<file path="src/rtl/sci_pkg.sv">
package sci_pkg;
    localparam logic [5:0] OFS_MODE = 6'h00;
    localparam logic [5:0] OFS_DIV  = 6'h04;
    localparam logic [5:0] OFS_CTRL = 6'h08;
    localparam logic [5:0] OFS_TXD  = 6'h0C;
    localparam logic [5:0] OFS_STAT = 6'h10;
    localparam logic [5:0] OFS_RXD  = 6'h14;
    localparam logic [5:0] OFS_FCTL = 6'h18;
    localparam logic [5:0] OFS_CNT  = 6'h1C;
    localparam logic [5:0] OFS_PORT = 6'h20;
    localparam logic [5:0] OFS_LINE = 6'h24;

    localparam int CTRL_RXEN  = 4;
    localparam int CTRL_TXEN  = 5;
    localparam int FCTL_RXCLR = 1;
    localparam int FCTL_TXCLR = 2;

    localparam int ST_DR   = 0;
    localparam int ST_RDF  = 1;
    localparam int ST_FER  = 3;
    localparam int ST_BRK  = 4;
    localparam int ST_TEND = 6;
    localparam int ST_ER   = 7;
    localparam logic [7:0] ST_MASK = 8'hDB;
    localparam logic [7:0] ST_IRQ  = 8'h9B;

    localparam int TIMER_W = 14;

    typedef enum logic [1:0] {TX_IDLE, TX_START, TX_DATA, TX_STOP} tx_state_t;
    typedef enum logic [2:0] {RX_IDLE, RX_START, RX_DATA, RX_STOP, RX_HOLD} rx_state_t;
endpackage

</file>
<file path="src/rtl/sci_fifo.sv">
module sci_fifo #(
    parameter int WIDTH = 8,
    parameter int DEPTH = 16,
    localparam int AW = $clog2(DEPTH),
    localparam int CW = $clog2(DEPTH + 1)
) (
    input  logic             clk,
    input  logic             rst_n,
    input  logic             clr,
    input  logic             push,
    input  logic [WIDTH-1:0] wdata,
    input  logic             pop,
    output logic [WIDTH-1:0] rdata,
    output logic [CW-1:0]    count,
    output logic             full,
    output logic             empty
);
    logic [WIDTH-1:0] mem [DEPTH];
    logic [AW-1:0]    wr_ptr, rd_ptr;
    logic             do_push, do_pop;

    assign full    = (count == CW'(DEPTH));
    assign empty   = (count == '0);
    assign do_push = push && !full && !clr;
    assign do_pop  = pop && !empty && !clr;
    assign rdata   = mem[rd_ptr];

    function automatic logic [AW-1:0] bump(input logic [AW-1:0] p);
        return (p == AW'(DEPTH - 1)) ? '0 : p + 1'b1;
    endfunction

    always_ff @(posedge clk or negedge rst_n) begin
        if (!rst_n) begin
            wr_ptr <= '0;
            rd_ptr <= '0;
            count  <= '0;
        end else if (clr) begin
            wr_ptr <= '0;
            rd_ptr <= '0;
            count  <= '0;
        end else begin
            if (do_push) wr_ptr <= bump(wr_ptr);
            if (do_pop)  rd_ptr <= bump(rd_ptr);
            if (do_push && !do_pop)      count <= count + 1'b1;
            else if (do_pop && !do_push) count <= count - 1'b1;
        end
    end

    always_ff @(posedge clk) begin
        if (do_push) mem[wr_ptr] <= wdata;
    end

    assert_count_bound_R5: assert property (@(posedge clk) disable iff (!rst_n)
        count <= CW'(DEPTH));
    assert_full_drop_R5: assert property (@(posedge clk) disable iff (!rst_n)
        (full && push && !pop && !clr) |=> (count == CW'(DEPTH)));
endmodule

</file>
<file path="src/rtl/sci_tx.sv">
module sci_tx
    import sci_pkg::*;
(
    input  logic       clk,
    input  logic       rst_n,
    input  logic       en,
    input  logic [7:0] div,
    input  logic       have_data,
    input  logic [7:0] data,
    output logic       pop_o,
    output logic       done_o,
    output logic       txd
);
    tx_state_t          state_q, state_d;
    logic [TIMER_W-1:0] cnt_q, bit_len;
    logic [2:0]         idx_q;
    logic [7:0]         sh_q;
    logic               bit_last;

    assign bit_len  = (TIMER_W'(div) + 1'b1) << 5;
    assign bit_last = (cnt_q == bit_len - 1'b1);

    always_ff @(posedge clk or negedge rst_n) begin
        if (!rst_n) state_q <= TX_IDLE;
        else        state_q <= state_d;
    end

    always_comb begin
        state_d = state_q;
        unique case (state_q)
            TX_IDLE:  if (en && have_data) state_d = TX_START;
            TX_START: if (bit_last) state_d = TX_DATA;
            TX_DATA:  if (bit_last && idx_q == 3'd7) state_d = TX_STOP;
            TX_STOP:  if (bit_last) state_d = TX_IDLE;
            default:  state_d = TX_IDLE;
        endcase
    end

    always_comb begin
        pop_o  = (state_q == TX_IDLE) && en && have_data;
        done_o = (state_q == TX_STOP) && bit_last;
        unique case (state_q)
            TX_START: txd = 1'b0;
            TX_DATA:  txd = sh_q[0];
            default:  txd = 1'b1;
        endcase
    end

    always_ff @(posedge clk or negedge rst_n) begin
        if (!rst_n) begin
            cnt_q <= '0;
            idx_q <= '0;
            sh_q  <= '0;
        end else begin
            cnt_q <= (state_q == TX_IDLE || bit_last) ? '0 : cnt_q + 1'b1;
            if (pop_o) sh_q <= data;
            if (state_q == TX_START) idx_q <= '0;
            if (state_q == TX_DATA && bit_last) begin
                sh_q  <= {1'b0, sh_q[7:1]};
                idx_q <= idx_q + 1'b1;
            end
        end
    end

    assert_no_empty_pop_R2: assert property (@(posedge clk) disable iff (!rst_n)
        pop_o |-> have_data);
    assert_stop_high_R2: assert property (@(posedge clk) disable iff (!rst_n)
        done_o |-> txd);
endmodule

</file>
<file path="src/rtl/sci_rx.sv">
module sci_rx
    import sci_pkg::*;
(
    input  logic       clk,
    input  logic       rst_n,
    input  logic       en,
    input  logic [7:0] div,
    input  logic       rxd,
    output logic       push_o,
    output logic [7:0] data_o,
    output logic       ferr_o,
    output logic       brk_o
);
    rx_state_t          state_q, state_d;
    logic [TIMER_W-1:0] cnt_q, bit_len, half_len;
    logic [2:0]         idx_q;
    logic [7:0]         sh_q;
    logic               meta_q, rx_s, bit_last, half_hit, restart;

    assign bit_len  = (TIMER_W'(div) + 1'b1) << 5;
    assign half_len = bit_len >> 1;
    assign bit_last = (cnt_q == bit_len - 1'b1);
    assign half_hit = (cnt_q == half_len - 1'b1);
    assign data_o   = sh_q;

    always_ff @(posedge clk or negedge rst_n) begin
        if (!rst_n) begin
            meta_q <= 1'b1;
            rx_s   <= 1'b1;
        end else begin
            meta_q <= rxd;
            rx_s   <= meta_q;
        end
    end

    always_ff @(posedge clk or negedge rst_n) begin
        if (!rst_n) state_q <= RX_IDLE;
        else        state_q <= state_d;
    end

    always_comb begin
        state_d = state_q;
        unique case (state_q)
            RX_IDLE:  if (en && !rx_s) state_d = RX_START;
            RX_START: if (half_hit) state_d = rx_s ? RX_IDLE : RX_DATA;
            RX_DATA:  if (bit_last && idx_q == 3'd7) state_d = RX_STOP;
            RX_STOP:  if (bit_last) state_d = rx_s ? RX_IDLE : RX_HOLD;
            RX_HOLD:  if (rx_s) state_d = RX_IDLE;
            default:  state_d = RX_IDLE;
        endcase
    end

    always_comb begin
        push_o = (state_q == RX_STOP) && bit_last;
        ferr_o = push_o && !rx_s;
        brk_o  = ferr_o && (sh_q == 8'h00);
    end

    assign restart = (state_d != state_q) || bit_last;

    always_ff @(posedge clk or negedge rst_n) begin
        if (!rst_n) begin
            cnt_q <= '0;
            idx_q <= '0;
            sh_q  <= '0;
        end else begin
            cnt_q <= restart ? '0 : cnt_q + 1'b1;
            if (state_q == RX_START) idx_q <= '0;
            if (state_q == RX_DATA && bit_last) begin
                sh_q  <= {rx_s, sh_q[7:1]};
                idx_q <= idx_q + 1'b1;
            end
        end
    end

    assert_brk_has_ferr_R7: assert property (@(posedge clk) disable iff (!rst_n)
        brk_o |-> (ferr_o && push_o));
endmodule

</file>
<file path="src/rtl/sci_fifo_uart.sv">
module sci_fifo_uart
    import sci_pkg::*;
#(
    parameter int FIFO_DEPTH = 16,
    parameter int RX_TRIGGER = 4
) (
    input  logic        clk,
    input  logic        rst_n,
    input  logic [5:0]  bus_addr,
    input  logic        bus_wr,
    input  logic        bus_rd,
    input  logic [15:0] bus_wdata,
    output logic [15:0] bus_rdata,
    input  logic        rxd,
    output logic        txd,
    output logic        irq
);
    localparam int CW = $clog2(FIFO_DEPTH + 1);

    logic [15:0]   mode_q, ctrl_q, fctl_q;
    logic [7:0]    div_q, last_q;
    logic [7:0]    stat_q, armed_q, stat_d, set_vec, clr_vec;
    logic          ovr_q, ovr_armed_q, ovr_d, ovr_clr;
    logic          tx_pop, tx_done, tx_full, tx_empty;
    logic [7:0]    tx_head, rx_head, rx_data;
    logic [CW-1:0] tx_cnt, rx_cnt;
    logic          rx_push, rx_ferr, rx_brk, rx_full, rx_empty, rx_pop;
    logic          wr_stat, rd_stat, wr_line, rd_line;

    assign wr_stat = bus_wr && bus_addr == OFS_STAT;
    assign rd_stat = bus_rd && bus_addr == OFS_STAT;
    assign wr_line = bus_wr && bus_addr == OFS_LINE;
    assign rd_line = bus_rd && bus_addr == OFS_LINE;
    assign rx_pop  = bus_rd && bus_addr == OFS_RXD && !rx_empty;

    sci_fifo #(.WIDTH(8), .DEPTH(FIFO_DEPTH)) u_txq (
        .clk(clk), .rst_n(rst_n), .clr(fctl_q[FCTL_TXCLR]),
        .push(bus_wr && bus_addr == OFS_TXD), .wdata(bus_wdata[7:0]),
        .pop(tx_pop), .rdata(tx_head), .count(tx_cnt),
        .full(tx_full), .empty(tx_empty));

    sci_fifo #(.WIDTH(8), .DEPTH(FIFO_DEPTH)) u_rxq (
        .clk(clk), .rst_n(rst_n), .clr(fctl_q[FCTL_RXCLR]),
        .push(rx_push), .wdata(rx_data),
        .pop(rx_pop), .rdata(rx_head), .count(rx_cnt),
        .full(rx_full), .empty(rx_empty));

    sci_tx u_tx (
        .clk(clk), .rst_n(rst_n), .en(ctrl_q[CTRL_TXEN]), .div(div_q),
        .have_data(!tx_empty), .data(tx_head), .pop_o(tx_pop),
        .done_o(tx_done), .txd(txd));

    sci_rx u_rx (
        .clk(clk), .rst_n(rst_n), .en(ctrl_q[CTRL_RXEN]), .div(div_q),
        .rxd(rxd), .push_o(rx_push), .data_o(rx_data),
        .ferr_o(rx_ferr), .brk_o(rx_brk));

    // Flag sources and the read-one-then-write-zero clear handshake
    always_comb begin
        set_vec          = '0;
        set_vec[ST_DR]   = rx_push && !rx_full && !fctl_q[FCTL_RXCLR];
        set_vec[ST_RDF]  = rx_cnt >= CW'(RX_TRIGGER);
        set_vec[ST_FER]  = rx_ferr;
        set_vec[ST_BRK]  = rx_brk;
        set_vec[ST_TEND] = tx_done && tx_empty;
        set_vec[ST_ER]   = rx_ferr;
        clr_vec = wr_stat ? (~bus_wdata[7:0] & armed_q) : '0;
        stat_d  = ((stat_q & ~clr_vec) | set_vec) & ST_MASK;
        ovr_clr = wr_line && !bus_wdata[0] && ovr_armed_q;
        ovr_d   = (ovr_q && !ovr_clr) || (rx_push && rx_full);
    end

    always_ff @(posedge clk or negedge rst_n) begin
        if (!rst_n) begin
            stat_q      <= 8'h40;
            armed_q     <= '0;
            ovr_q       <= 1'b0;
            ovr_armed_q <= 1'b0;
        end else begin
            stat_q      <= stat_d;
            armed_q     <= (armed_q | (rd_stat ? stat_q : 8'h00)) & ~clr_vec & stat_d;
            ovr_q       <= ovr_d;
            ovr_armed_q <= (ovr_armed_q || (rd_line && ovr_q)) && !ovr_clr && ovr_d;
        end
    end

    always_ff @(posedge clk or negedge rst_n) begin
        if (!rst_n) begin
            mode_q <= '0;
            div_q  <= '0;
            ctrl_q <= '0;
            fctl_q <= '0;
            last_q <= '0;
        end else begin
            if (bus_wr) begin
                unique case (bus_addr)
                    OFS_MODE: mode_q <= bus_wdata;
                    OFS_DIV:  div_q  <= bus_wdata[7:0];
                    OFS_CTRL: ctrl_q <= bus_wdata;
                    OFS_FCTL: fctl_q <= bus_wdata;
                    default:  ;
                endcase
            end
            if (rx_pop) last_q <= rx_head;
        end
    end

    always_comb begin
        unique case (bus_addr)
            OFS_MODE: bus_rdata = mode_q;
            OFS_DIV:  bus_rdata = {8'h00, div_q};
            OFS_CTRL: bus_rdata = ctrl_q;
            OFS_STAT: bus_rdata = {8'h00, stat_q};
            OFS_RXD:  bus_rdata = {8'h00, rx_empty ? last_q : rx_head};
            OFS_FCTL: bus_rdata = fctl_q;
            OFS_CNT:  bus_rdata = (16'(tx_cnt) << 8) | 16'(rx_cnt);
            OFS_PORT: bus_rdata = {14'h0000, txd, rxd};
            OFS_LINE: bus_rdata = {15'h0000, ovr_q};
            default:  bus_rdata = 16'h0000;
        endcase
    end

    assign irq = (|(stat_q & ST_IRQ)) || ovr_q;

    assert_overrun_flag_R6: assert property (@(posedge clk) disable iff (!rst_n)
        (rx_push && rx_full) |=> ovr_q);
    assert_unarmed_hold_R9: assert property (@(posedge clk) disable iff (!rst_n)
        (wr_stat && stat_q[ST_DR] && !armed_q[ST_DR]) |=> stat_q[ST_DR]);
    assert_tend_set_R8: assert property (@(posedge clk) disable iff (!rst_n)
        (tx_done && tx_empty) |=> stat_q[ST_TEND]);
endmodule

</file>
<file path="config.mk">
export PLATFORM = sky130hd
export DESIGN_NAME = sci_fifo_uart
export DESIGN_NICKNAME = d
export VERILOG_FILES = /design/src/rtl/sci_pkg.sv /design/src/rtl/sci_fifo.sv /design/src/rtl/sci_tx.sv /design/src/rtl/sci_rx.sv /design/src/rtl/sci_fifo_uart.sv
export SDC_FILE = /design/constraint.sdc
export NUM_CORES = 1
export LEC_CHECK = 0
export BUFFER_PORTS_ARGS = -buffer_cell sky130_fd_sc_hd__buf_4
export CAP_MARGIN = 20
export CORE_ASPECT_RATIO = 2
export CORE_MARGIN = 8
export CORE_UTILIZATION = 63
export DETAILED_ROUTE_END_ITERATION = 10
export HOLD_SLACK_MARGIN = 0.08
export PLACE_DENSITY = 0.76
export SLEW_MARGIN = 20
export SYNTH_ARGS = -nofsm -noshare
export SYNTH_HDL_FRONTEND = slang
export SYNTH_HIERARCHICAL = 1
export SYNTH_SLANG_ARGS = --single-unit
</file>
<file path="constraint.sdc">
create_clock -name clk -period 5.75 [get_ports clk]
set_input_delay 0.8625 -clock clk [delete_from_list [all_inputs] [get_ports clk]]
set_output_delay 0.8625 -clock clk [all_outputs]
set_load 0.005 [all_outputs]
</file>
==> results.cfg, run 1 <==
[outcome]
run_status = finished, final reports clean

[route]
antenna_left = 0
routedWlPerCell_um = 24.2
drt_iter0_markers = 928
wl_mm = 47.1
via_per_inst = 6.38
drtPass1Iterations = 5
vias = 12400
drc_errors = 0

[place]
hpwl_mm = 33.9
port_buffers = 44
place_congestion = 0.927
placed_cells = 1880

[sta]
setup_violations = 0
tightest_slew_ns = 1.08
post-route-min-period_ns = 5.38
post-route-period-util_pct = 93.5
max_slew_margin_pct = 28.1
grt_setup_unrepaired = false
hold_viol = 0
worst_clock_skew_ns = 0.0172
fmax_mhz = 186
finalMaxSlewViolations = 0
finalSetupTns_ns = 0

[yosys]
ys_ff_latch = 417
syn_area_um2 = 20100
synthFlopType = edfxtp_1
async_flop_share_pct = 38.6
ys_seq_area_share_pct = 58.3
synth_cell_type_count = 109
yosys_warnings = 6
synth_edf_count = 256
syn_nets = 1536
syn_area_per_cell_um2 = 13.6
syn_inst = 1475

[cts]
clock_sinks = 417
cts_tree = done
holdBufCountCts = 0
clockBufferDepth = 3
h-tree-depth = 2
numCtsBuffers = 36
insertion_delay_ns = 0.55
clk_pin_slew_worst_paths_ns = 0.07
clock-root-buffer = clkbuf_16

[pwr]
power.density_nw_per_um2 = 333
seq_power_share_pct = 49.0
comb_power_share_pct = 17.2
power.clock.fraction_pct = 33.8
peakVddDrop_uv = 385
switchingPower_w = 0.00199
p_leak_nw = 8.16
netSwitchingFraction_pct = 27.3
internal_power_w = 0.00530
power_w = 0.00730

[final_layout]
layout.nets = 1556
seqCellArea_um2 = 11700
layout_common_cells = edfxtp_1 (256), dfrtp_1 (156), nand2_1 (79)
area_growth_pct = 8.98
multi_input_area_um2 = 7770
drive_gt1_share_pct = 18.3
stdcell_count = 1947
finish.utilization_pct = 69.7
mostFrequentLayoutCell = edfxtp_1
n_fill_cell = 2157

[critical_path]
rr_endpoint = u_rxq/count[4]
critPathLaunch = div_q[0]
rrSetupSlack_ns = 0.37
worst_ep_required_time_ns = 6.18
crit_path_start_kind = register
cp.arrival_ns = 5.80
r2r-start = div_q[0]
path_max_fanout = 15
cp-endpoint = u_rxq/count[4]
ff2ff_path_depth = 16
worstSetupEndpointType = register
crit_type = reg2reg

[global_routing]
grt_pass1_wl_mm = 72.9
grt_max_degree = 133
antenna_found_initial = 1
grt-ovfl-total = 0
grtUsageTotal_pct = 25.3
grt_pass1_vias = 12900

[hold_path]
hold_path.class = in2async

[floorplan]
dieHeight_um = 269
dieArea_um2 = 38200
die_w_um = 142
rows = 92
core-area_um2 = 31400
initial_core_util_pct = 63.9
ios = 45

[run]
max-cap-violations = 0
[stage by stage]
stage                     hold slack [ns]  setup slack, ns  cell area [um2]
after floorplan                     0.345             1.21            20100
after global placement              0.347            0.469            20700
after detailed placement            0.347            0.274            20700
after CTS                           0.194            0.266            21900
after global routing                0.208           0.0937            21900
final                               0.200            0.375            21900
[cells by family after synthesis]
| family | after synthesis | share of synthesized area (%) |
|---|---|---|
| xor gates and xnor gates | 67 | 3.46 |
| buffers and inverters | 126 | 3.06 |
| and+or+nand+nor | 371 | 10.4 |
| DFF | 417 | 58.3 |
| muxes | 208 | 13.1 |
| AOI/OAI and AO/OA | 252 | 9.47 |
| adders and majority gates | 34 | 2.19 |
[power by group through the flow]
stage                     clock network, W  logic [W]  registers (W)
final                              0.00247    0.00125        0.00357
after global routing               0.00261    0.00136        0.00360
after CTS                          0.00251    0.00125        0.00357
after detailed placement                 0    0.00125        0.00363
after global placement                   0    0.00121        0.00362
after floorplan                          0    0.00105        0.00350
[per-layer routing]
| metal | share of wire [%] | wire, um | track usage (%) | vias to the layer above |
|---|---|---|---|---|
| li1 | - | - | - | 5685 |
| met1 | 33 | 15600 | 24.3 | 6266 |
| met2 | 56 | 26300 | 48.2 | 336 |
| met3 | 3.7 | 1740 | 3.12 | 131 |
| met4 | 7.4 | 3460 | 18.3 | 0 |
| met5 | 0 | 0 | 0 | - |
[repair_timing]
item | in CTS | in global routing
buffers inserted | 0 | 0
endpoints found under the setup margin | 0 | 1
gates resized for setup | 0 | 1
[worst min path at each step]
stage                            from            end  slack [ns]
after global placement    u_rx/meta_q      u_rx/rx_s        0.35
after CTS                       rst_n  u_rx/cnt_q[7]        0.19
after global routing            rst_n  u_rx/cnt_q[5]        0.21
final                           rst_n  u_rx/cnt_q[7]        0.20
after floorplan           u_rx/meta_q      u_rx/rx_s        0.35
after detailed placement  u_rx/meta_q      u_rx/rx_s        0.35
[cell usage after synthesis, types with 34 or more instances]
cell | count | share of area, %
nor2_1 | 76 | 1.4
edfxtp_1 | 256 | 38
inv_1 | 44 | 0.82
nand2_1 | 79 | 1.5
mux2_2 | 58 | 3.3
nand3_1 | 34 | 0.85
dfrtp_1 | 158 | 20
mux2_1 | 38 | 2.1
mux2i_1 | 76 | 3.8
a22oi_1 | 50 | 1.9
[sequential cells by signal, summed over array words and instances (netlist names), 5 cells and up]
signal,flops
ctrl_q,16
stat_q,6
u_tx/cnt_q,14
u_rxq/count,5
last_q,8
div_q,8
u_rxq/mem,128
u_txq/mem,128
u_rx/cnt_q,14
armed_q,6
u_rx/data_o,8
mode_q,16
fctl_q,16
u_tx/sh_q,8
u_txq/count,5
[critical path: stages, from the launching register on]
cell and delay [ns]:
dfrtp_1 0.57, ha_2 0.45, xnor2_1 0.18, nand3_1 0.14, a211o_1 0.37, xnor3_1 0.34
or2_1 0.30, nor4_1 0.38, nand2_1 0.23, inv_1 0.38, o21ai_2 0.30, or3_1 0.49
fa_1 0.45, a21o_1 0.19, a21o_1 0.20, mux2i_1 0.18, nand3_1 0.10
[final cells by class]
class / count / area share (%)
antenna: 1 / 0.0114
clock buffer: 42 / 4.45
clock inverter: 24 / 1.06
inverter: 44 / 0.754
multi-input combinational: 932 / 35.5
sequential: 417 / 53.5
tap: 423 / 2.42
timing repair buffer: 64 / 2.27
No activity file was read; power rests on OpenSTA's default activity.
==> inputs of run 2 (changes only) <==
--- a/config.mk
+++ b/config.mk
@@ -6,13 +6,12 @@
 export NUM_CORES = 1
 export LEC_CHECK = 0
 export BUFFER_PORTS_ARGS = -buffer_cell sky130_fd_sc_hd__buf_4
-export CAP_MARGIN = 20
-export CORE_ASPECT_RATIO = 2
+export CAP_MARGIN = 10
 export CORE_MARGIN = 8
-export CORE_UTILIZATION = 63
+export CORE_UTILIZATION = 50
 export DETAILED_ROUTE_END_ITERATION = 10
 export HOLD_SLACK_MARGIN = 0.08
-export PLACE_DENSITY = 0.76
+export PLACE_DENSITY = 0.62
 export SLEW_MARGIN = 20
 export SYNTH_ARGS = -nofsm -noshare
 export SYNTH_HDL_FRONTEND = slang
==> run 2 against run 1 <==
  * Combinational power about the same
  * Sequential share of layout area decreased by 0.87 points
  * First-iteration DRC count increased by 0.75%
  * Power increased by 4.5%
  * Die area increased by 23%
  * Sequential cell count unchanged
  * Worst setup slack improved by 0.0063 ns
  * Core utilization decreased by 14 points
  * Critical path depth unchanged
  * Largest cell class unchanged
  * Highest routed layer unchanged
==> results.cfg, run 2 (same netlist as run 1, synthesis figures left out) <==
[global_routing]
grt_pass1_vias = 12400
gr-usage-met2_pct = 30.6
grtUsageTotal_pct = 19.5
antenna_found_initial = 1
use_met1_pct = 27.9
grt-ovfl-total = 0
grt_max_degree = 72
grt_pass1_wl_mm = 72.2
grt_most_used_layer = met2
gr-usage-met3_pct = 2.80

[final_layout]
n_antenna_cell = 0
multi_input_area_um2 = 7760
area_growth_pct = 10.8
drive_gt1_share_pct = 18.3
layout.nets = 1569
seqCellArea_um2 = 11700
largest_registers = u_rxq/mem (128), u_txq/mem (128)
n_fill_cell = 3244
layout_common_cells = edfxtp_1 (256), dfrtp_1 (156), nand2_1 (79)
mostFrequentLayoutCell = edfxtp_1

[floorplan]
core-area_um2 = 39700
rows = 73
dieArea_um2 = 46800
die_w_um = 216
initial_core_util_pct = 50.6
dieHeight_um = 216
ios = 45

[sta]
post-route-min-period_ns = 5.37
setup_violations = 0
fmax_mhz = 186
post-route-period-util_pct = 93.4
worst_clock_skew_ns = 0.0307
whs_ns = 0.301
fin_ws_ns = 0.381
hold_viol = 0
grt_setup_unrepaired = false
tightest_slew_ns = 1.08
finalMaxSlewViolations = 0
finalSetupTns_ns = 0
max_slew_margin_pct = 28.1

[place]
place_congestion = 0.833
hpwl_mm = 30.6
place_ws_ns = 0.422
port_buffers = 44

[cts]
h-tree-depth = 2
numCtsBuffers = 45
cts_tree = done
clockBufferDepth = 3
clock-root-buffer = clkbuf_16
holdBufCountCts = 0
postCtsSetupBuffers = 0
clk_pin_slew_worst_paths_ns = 0.06
clock_sinks = 417
insertion_delay_ns = 0.59
cts.repair.resized = 0

[route]
wl_mm = 45.8
routedWlPerCell_um = 22.1
via_per_inst = 5.98
drtPass1Iterations = 5
drc_errors = 0
drt_iter0_markers = 935
vias = 12400
antenna_left = 0

[critical_path]
path_delay_family = simple AND/OR/NAND/NOR gates
cp.arrival_ns = 5.84
critical-path-slowest-cell = dfrtp_1
worst_ep_required_time_ns = 6.22
worstSetupEndpointType = register
worst-path-buf-inv = 1
critical_path.max_stage_delay_ns = 0.61
path_max_fanout = 15
crit_path_start_kind = register
crit_chain = ha_1, xnor2_1, nand3_1, a211o_1, xnor3_1, or2_1, nor4_1, nand2_1, inv_1, o21ai_2, or3_1, fa_1, a21o_1, a21o_1, mux2i_1, nand3_1
crit_type = reg2reg

[pwr]
p_leak_nw = 8.29
peakVddDrop_uv = 264
power.density_nw_per_um2 = 343
power_w = 0.00762

[run]
max-cap-violations = 0

[outcome]
run_status = finished, final reports clean

[hold_path]
hold_path.class = in2async
## run 2: cell count changes in the layout (fill, tap and decap cells not counted), moves of 2 or more
cell / before / now
clkbuf_1: 2 / 8
nor3_2: 12 / 10
inv_4: 2 / 0
clkinv_1: 4 / 14
clkinv_2: 4 / 7
clkbuf_16: 37 / 45
clkinv_4: 3 / 0
buf_4: 62 / 66
nor3_1: 22 / 24
clkinvlp_4: 3 / 0
## run 2: metrics by stage
stage	instance area (um2)	utilization, %	cells
floorplan	20100	-	1475
global placement	20800	52.4	1986
detailed placement	20800	52.4	1986
CTS	22300	56.0	2070
global route	22300	56.0	2070
finish	22300	56.0	2070
## run 2: where the power goes
group	leakage (nW)	internal, W	total (W)	switching (W)
Sequential	4.23	0.00333	0.00358	0.000250
Combinational	3.35	0.000605	0.00124	0.000631
Clock	0.703	0.00163	0.00281	0.00118
## run 2: path summary, 6_finish.rpt
kind | start | to | slack [ns] | cells past startpoint
worst max-delay path | div_q[1] | u_rxq/count[4] | 0.38 | 16
worst min-delay path | rst_n | fctl_q[11] | 0.30 | 1
worst max register to register | div_q[1] | u_rxq/count[4] | 0.38 | 16
worst min register to register | u_rx/meta_q | u_rx/rx_s | 0.35 | 0
max in group asynchronous | rst_n | u_rx/cnt_q[12] | 4.36 | 2
min in group clk | u_rx/meta_q | u_rx/rx_s | 0.35 | 0
## run 2: layout make-up
type	count	area share [%]
flip-flops and latches	417	52.7
inverters	44	0.742
clock inverters	27	0.967
well taps	525	2.95
clock buffers	57	5.44
multi-input cells	932	34.9
repair buffers	68	2.37
## run 2: layer usage
layer	wire, um	share of wire (%)
met5	0	0
met4	954	2.1
met3	2180	4.8
met2	21200	46
met1	21400	47
==> inputs of run 3 (changes only) <==
--- a/config.mk
+++ b/config.mk
@@ -8,10 +8,10 @@
 export BUFFER_PORTS_ARGS = -buffer_cell sky130_fd_sc_hd__buf_4
 export CAP_MARGIN = 10
 export CORE_MARGIN = 8
-export CORE_UTILIZATION = 50
+export CORE_UTILIZATION = 63
 export DETAILED_ROUTE_END_ITERATION = 10
 export HOLD_SLACK_MARGIN = 0.08
-export PLACE_DENSITY = 0.62
+export PLACE_DENSITY = 0.76
 export SLEW_MARGIN = 20
 export SYNTH_ARGS = -nofsm -noshare
 export SYNTH_HDL_FRONTEND = slang
==> run 3 against run 2 <==
  * Worst setup slack improved by 0.19 ns
  * Clock-buffer cell count increased by 4
  * Cell count decreased by 6.4%
  * Critical path depth increased by 1
  * Die area decreased by 19%
  * Sequential power about the same
  * Critical path type unchanged
  * Critical endpoint unchanged
  * Largest power group unchanged
==> results.cfg, run 3 (same netlist as run 1, synthesis figures left out) <==
[outcome]
run_status = finished, final reports clean

[final_layout]
area_growth_pct = 9.02
layout.nets = 1567
drive_gt1_share_pct = 17.8
mostFrequentLayoutCell = edfxtp_1
layout_common_cells = edfxtp_1 (256), dfrtp_1 (156), nand2_1 (79)
stdcell_count = 1938
largest_registers = u_rxq/mem (128), u_txq/mem (128)

[pwr]
power_w = 0.00731
internal_power_w = 0.00533
p_leak_nw = 8.18
power.clock.fraction_pct = 34.0
peakVddDrop_uv = 281
comb_power_share_pct = 16.7
seq_power_share_pct = 49.3
netSwitchingFraction_pct = 27.0
power.density_nw_per_um2 = 334
switchingPower_w = 0.00198

[global_routing]
grt-ovfl-total = 0
grt_max_degree = 61
grtUsageTotal_pct = 23.5
grt_pass1_wl_mm = 70.7
antenna_found_initial = 1
grt_pass1_vias = 12500

[floorplan]
die_w_um = 195
initial_core_util_pct = 63.8
core-area_um2 = 31500
ios = 45
dieHeight_um = 195
dieArea_um2 = 37900
rows = 65

[sta]
fin_ws_ns = 0.573
post-route-min-period_ns = 5.18
whs_ns = 0.302
grt_setup_unrepaired = false
post-route-period-util_pct = 90.0
hold_viol = 0
finalSetupTns_ns = 0
fmax_mhz = 193
finalMaxSlewViolations = 0
tightest_slew_ns = 1.06
max_slew_margin_pct = 28.8
setup_violations = 0
worst_clock_skew_ns = 0.00974

[critical_path]
crit_type = reg2reg
rr_endpoint = u_rxq/count[4]
crit_path_start_kind = register
cp.arrival_ns = 5.59
rrSetupSlack_ns = 0.57
ff2ff_path_depth = 17
path_max_fanout = 15
worst_ep_required_time_ns = 6.17
worstSetupEndpointType = register
r2r-start = div_q[1]

[route]
wl_mm = 44.9
antenna_left = 0
drt_iter0_markers = 1266
via_per_inst = 6.52
drc_errors = 0
vias = 12600
drtPass1Iterations = 6
routedWlPerCell_um = 23.1

[cts]
clock_sinks = 417
postCtsSetupBuffers = 0
insertion_delay_ns = 0.54
clk_pin_slew_worst_paths_ns = 0.06
holdBufCountCts = 0
numCtsBuffers = 42
clock-root-buffer = clkbuf_16
cts.repair.resized = 0
cts_tree = done
h-tree-depth = 2
clockBufferDepth = 3

[place]
place_congestion = 0.852
place_ws_ns = 0.612
hpwl_mm = 30.4
port_buffers = 44
placed_cells = 1864

[run]
max-cap-violations = 0

[hold_path]
hold_path.class = in2async
==> run 3: worst max path at each step <==
stage,end,slack [ns],cells past startpoint,start
5_1_grt,u_rxq/count[4],0.12,17,div_q[1]
3_5_place_dp,u_rxq/count[4],0.61,17,div_q[1]
2_1_floorplan,u_rxq/count[4],1.21,18,div_q[0]
6_report,u_rxq/count[4],0.57,17,div_q[1]
3_3_place_gp,u_rxq/count[4],0.80,17,div_q[1]
4_1_cts,u_rxq/count[4],0.60,17,div_q[1]
==> run 3: critical path: stages, from the launching register on <==
cell	delay, ns
dfrtp_1	0.54
ha_1	0.60
xnor2_1	0.20
nand3_1	0.13
a211o_1	0.37
xnor3_1	0.36
or2_1	0.30
nor4_1	0.35
nand2_1	0.16
inv_1	0.07
buf_4	0.18
o21ai_2	0.19
or3_1	0.48
fa_1	0.44
a21o_1	0.20
a21o_1	0.21
mux2i_1	0.19
nand3_1	0.09
==> run 3: cell type report <==
cell class	count	area, um2
Antenna cell	1	2.50
Clock buffer	61	1150
Clock inverter	12	75.1
Fill cell	2145	9570
Inverter	44	165
Multi-Input combinational cell	932	7760
Sequential cell	417	11700
Tap cell	402	503
Timing Repair Buffer	69	522
==> run 3: metal layers <==
layer / GRT usage (%) / share of wire [%] / vias up
li1: - / - / 5722
met1: 31.4 / 42 / 6350
met2: 38.3 / 48 / 463
met3: 3.58 / 5.9 / 100
met4: 9.90 / 3.9 / 0
met5: 0 / 0 / -
==> run 3: power groups by stage <==
stage | Combinational (W) | Sequential (W) | Clock [W]
final | 0.00122 | 0.00360 | 0.00248
after global placement | 0.00118 | 0.00365 | 0
after global routing | 0.00133 | 0.00363 | 0.00264
after detailed placement | 0.00122 | 0.00366 | 0
after floorplan | 0.00105 | 0.00350 | 0
after CTS | 0.00122 | 0.00360 | 0.00253
==> run 3: metrics by stage <==
stage                     cell area, um2  utilization (%)
after CTS                          21900             69.6
final                              21900             69.6
after global placement             20700             65.7
after detailed placement           20700             65.7
after floorplan                    20100                -
after global routing               21900             69.6
